--- src/rtl/mode_ctl_pkg.sv ---
package mode_ctl_pkg;
  typedef enum logic [1:0] {
    ST_STANDBY = 2'd0,
    ST_WAKE    = 2'd1,
    ST_GRACE   = 2'd2,
    ST_ACTIVE  = 2'd3
  } mc_state_t;
endpackage

--- src/rtl/mode_sync.sv ---
// Multi-flop synchronizer for an active-low level; idles high in reset.
module mode_sync #(
  parameter int unsigned STAGES = 2
) (
  input  logic clk,
  input  logic rst,
  input  logic din,
  output logic dout
);
  logic [STAGES-1:0] sh_q;

  always_ff @(posedge clk) begin
    if (rst) sh_q <= '1;
    else     sh_q <= {sh_q[STAGES-2:0], din};
  end

  assign dout = sh_q[STAGES-1];
endmodule

--- src/rtl/mode_timer.sv ---
// Saturating up-counter; done while the count equals the last value.
module mode_timer #(
  parameter int unsigned CW = 8
) (
  input  logic          clk,
  input  logic          rst,
  input  logic          restart,
  input  logic [CW-1:0] last,
  output logic          done
);
  logic [CW-1:0] cnt_q;

  always_ff @(posedge clk) begin
    if (rst || restart)    cnt_q <= '0;
    else if (cnt_q != last) cnt_q <= cnt_q + 1'b1;
  end

  assign done = (cnt_q == last);
endmodule

--- src/rtl/mode_ctl.sv ---
module mode_ctl
  import mode_ctl_pkg::*;
#(
  parameter int unsigned WAKE_CYC    = 2000000,
  parameter int unsigned SBY_CYC     = 1600000,
  parameter int unsigned SYNC_STAGES = 2
) (
  input  logic clk,
  input  logic rst,
  input  logic cs_n,
  input  logic mode_bit,
  output logic reg_clear,
  output logic out_hiz,
  output logic analog_en,
  output logic spi_ready
);
  localparam int unsigned MAX_CYC = (WAKE_CYC > SBY_CYC) ? WAKE_CYC : SBY_CYC;
  localparam int unsigned CW      = $clog2(MAX_CYC + 1);
  localparam logic [CW-1:0] WAKE_LAST = CW'(WAKE_CYC - 1);
  localparam logic [CW-1:0] SBY_LAST  = CW'(SBY_CYC - 1);

  logic          cs_s;
  mc_state_t     st_q, st_d;
  logic          restart;
  logic          done;
  logic [CW-1:0] last;

  mode_sync #(.STAGES(SYNC_STAGES)) u_sync (
    .clk  (clk),
    .rst  (rst),
    .din  (cs_n),
    .dout (cs_s)
  );

  assign last = (st_q == ST_WAKE) ? WAKE_LAST : SBY_LAST;

  mode_timer #(.CW(CW)) u_timer (
    .clk     (clk),
    .rst     (rst),
    .restart (restart),
    .last    (last),
    .done    (done)
  );

  always_comb begin
    st_d    = st_q;
    restart = 1'b0;
    unique case (st_q)
      ST_STANDBY: if (!cs_s) st_d = ST_WAKE;
      ST_WAKE:    if (done)  st_d = ST_GRACE;
      ST_GRACE: begin
        if (mode_bit)   st_d    = ST_ACTIVE;
        else if (!cs_s) restart = 1'b1;
        else if (done)  st_d    = ST_STANDBY;
      end
      ST_ACTIVE:  if (!mode_bit && cs_s) st_d = ST_GRACE;
      default:    st_d = ST_STANDBY;
    endcase
    if (st_d != st_q) restart = 1'b1;
  end

  always_ff @(posedge clk) begin
    if (rst) begin
      st_q      <= ST_STANDBY;
      reg_clear <= 1'b0;
      out_hiz   <= 1'b1;
      analog_en <= 1'b0;
      spi_ready <= 1'b0;
    end else begin
      st_q      <= st_d;
      reg_clear <= (st_q == ST_GRACE) && (st_d == ST_STANDBY);
      out_hiz   <= (st_d == ST_STANDBY) || (st_d == ST_WAKE);
      analog_en <= (st_d != ST_STANDBY);
      spi_ready <= (st_d == ST_GRACE) || (st_d == ST_ACTIVE);
    end
  end
endmodule

--- config.mk ---
export PLATFORM = sky130hd
export DESIGN_NAME = mode_ctl
export DESIGN_NICKNAME = d
export VERILOG_FILES = /design/src/rtl/mode_ctl_pkg.sv /design/src/rtl/mode_sync.sv /design/src/rtl/mode_timer.sv /design/src/rtl/mode_ctl.sv
export SDC_FILE = /design/constraint.sdc
export NUM_CORES = 1
export LEC_CHECK = 0
export ABC_AREA = 1
export BUFFER_PORTS_ARGS = -buffer_cell sky130_fd_sc_hd__buf_2
export CAP_MARGIN = 30
export CORE_ASPECT_RATIO = 1.4
export CORE_MARGIN = 4
export CORE_UTILIZATION = 28
export DETAILED_ROUTE_END_ITERATION = 7
export REMOVE_ABC_BUFFERS = 1
export SLEW_MARGIN = 20
export SYNTH_ARGS = -nofsm -noshare
export SYNTH_HDL_FRONTEND = slang
export SYNTH_SLANG_ARGS = --single-unit
--- constraint.sdc ---
create_clock -name clk -period 2.8 [get_ports clk]
set_input_delay 0.28 -clock clk [delete_from_list [all_inputs] [get_ports clk]]
set_output_delay 0.28 -clock clk [all_outputs]
set_load 0.02 [all_outputs]
==> results.yml <==
sta:
  max-slew-margin-rel_pct: 63.26
  hold_viol: 0
  clock.fmax_mhz: 428.2
  finClkSkew_ns: 0.005221
  whs_ns: 0.1841
  period_needed_ns: 2.335
  rsz0062_at_grt: "no"
  drv_slew: 0
  setup_violations: 0
  tns_ns: 0
  period_share_pct: 83.40
  worst_slew_pin_slew_ns: 0.5498
yosys:
  avgSynthCellArea_um2: 6.843
  synth_cell_types: 27
  synth_edf_count: 0
  synthCells: 256
  ys_warn_count: 0
  async_reset_ff_share_pct: 0
  ys_ff_latch: 29
  synth_ff_type: "dfxtp_1"
  synth_seq_area_share_pct: 33.14
  synth_area_um2: 1752
placed_design:
  routabilityCongestion: 0.8528
  place_inst: 328
  dp_hpwl_um: 3037
  portBuffers: 7
hold_path:
  whs_endpoint: "u_sync.sh_q[0]"
  hold_start: "cs_n"
  hp-class: "in -> reg"
  hold_depth: 2
power_and_ir_drop:
  leakagePower_uw: 0.0007908
  finalPower_uw: 840.3
  p_per_area_nw_per_um2: 435.5
  vdd_drop_max_v: 0.0002480
floorplanning:
  die_width_um: 74.85
  core_area_um2: 5987
  start_util_pct: 29.26
  die_area_um2: 7603
  fp.dieH_um: 101.6
  io_pins: 8
  rows: 33
finish:
  final-seq-area_um2: 580.6
  layout-drive-gt1-share_pct: 18.11
  final_cell_mix: "nand2_1, inv_1, nor2_1, dfxtp_1, nor2_2"
  multi_input_area_um2: 1008
  instances_no_fill: 335
  area_delta_synth_final_pct: 10.14
  fin_nets: 270
  mostFrequentLayoutCell: "nand2_1"
  antenna-diode-count: 0
  fillers: 643
route:
  wirelength_um: 3964
  drt_iter0_markers: 45
  viasPerCell: 4.648
  ant_nets: 0
  vias: 1557
  wire_per_inst_um: 11.83
  drc: 0
  dr.pass1.iters: 6
clocking:
  cts_hold_buf: 0
  cts_htree_levels: 2
  clk_latency_ns: 0.28
  cts_inserted_buffers: 5
  cts-root-buf: "clkbuf_8"
  cts_tree: "yes"
  clock_sinks: 29
  path_clk_slew_ns: 0.06
  cts_buffer_depth: 2
global_routing:
  grtUsageTotal_pct: 12.05
  grt_pass1_wl_um: 7003
  antenna_found_initial: 0
  grt-ovfl-total: 0
  grt_pass1_vias: 1571
  grt_max_degree: 22
worst_setup_path:
  cp.required_ns: 3.01
  cp.arrival_ns: 2.55
  cp-start-kind: "flip-flop"
  path_max_fanout: 21
  cp-end-kind: "flip-flop"
  reg2reg_depth: 12
  reg2reg_to: "u_timer.cnt_q[10]"
  r2r-start: "st_q[1]"
  rrSetupSlack_ns: 0.46
  path_class: "reg -> reg"
flow_run:
  cap_viol_max_count: 0
outcome:
  outcome: "complete, no violations"
==> synthesized netlist by cell type, types with 2 or more instances <==
library cell  instances  area [µm²]
nor2_2               20       125.1
nand3_2               2       20.02
dfxtp_1              29       580.6
nor3_1                7       35.03
xor2_1               17       148.9
xnor2_1               3       26.28
or2_2                 3       18.77
nand2_1              64       240.2
buf_6                 2       22.52
nor2_1               30       112.6
nand2_2               4       25.02
o21ai_0               4       20.02
nand4_1              10       62.56
inv_2                 2       7.510
inv_1                33       123.9
nor2_4                3       33.78
nand3_1              12       60.06
a21oi_1               2       10.01
==> layout make-up <==
type | count | area share (%)
sequential | 29 | 30.09
clock buffer | 7 | 4.475
tap | 70 | 4.540
inverter | 35 | 6.809
multi-input combinational | 187 | 52.27
timing repair buffer | 7 | 1.816
==> cell families after synthesis <==
group,after synthesis,share of synthesized area [%]
AND/OR/NAND/NOR,158,43.79
buffers and inverters,40,9.714
AO/OA/AOI/OAI,7,2.072
flip-flops,29,33.14
XOR/XNOR,20,10.00
multiplexers,1,0.5715
adder cells (fa/ha/maj),1,0.7142
==> registers in the layout (all words and copies together) (netlist names) <==
signal and cells:
spi_ready 1, u_sync.sh_q 2, st_q 2, u_timer.cnt_q 21
out_hiz 1, reg_clear 1, analog_en 1
==> worst max-delay path by stage <==
stage	startpoint	end
detailed placement	st_q[1]	u_timer.cnt_q[10]
CTS	st_q[1]	u_timer.cnt_q[10]
global route	st_q[1]	u_timer.cnt_q[10]
global placement	st_q[1]	u_timer.cnt_q[10]
floorplan	u_timer.cnt_q[0]	u_timer.cnt_q[8]
finish	st_q[1]	u_timer.cnt_q[10]
==> where the power goes <==
group	internal (µW)	total (µW)	switching, µW
sequential	420	428	7.58
clock	194	348	153
combinational	20.7	64.6	43.9
==> critical path: stages, from the launching register on <==
cell and delay (ns):
dfxtp_1 0.42, inv_2 0.09, nand2_1 0.42, nand2_1 0.12
nand2_2 0.13, nand2_2 0.05, nor2_2 0.08, nand2_2 0.13
nand2_2 0.10, nand3_2 0.06, nand2_1 0.11, nand3_4 0.31
nor2_2 0.20
==> metal layers <==
layer | track usage (%) | wire length [µm] | vias to the layer above
met5 | 0 | 0 | -
met4 | 5.479 | 138 | 0
met3 | 3.476 | 149 | 14
met2 | 21.88 | 2079 | 34
met1 | 12.37 | 1596 | 704
li1 | - | - | 805
==> stage by stage <==
step	utilization [%]	area (µm²)	setup slack (ns)
3_5_place_dp	30.66	1836	0.2116
5_1_grt	32.23	1929	0.2096
3_3_place_gp	30.66	1836	0.2803
4_1_cts	32.10	1922	0.1852
2_1_floorplan	-	1713	0.7257
6_report	32.23	1929	0.4649
==> timing repair <==
| item | 4_1_cts | 5_1_grt |
|---|---|---|
| buffers inserted | 0 | 0 |
| gates resized for setup | 0 | 1 |
| endpoints found under the hold margin | 0 | 0 |
| setup endpoints to repair | 0 | 16 |
Note: power is estimated with default switching activity, not from simulation.
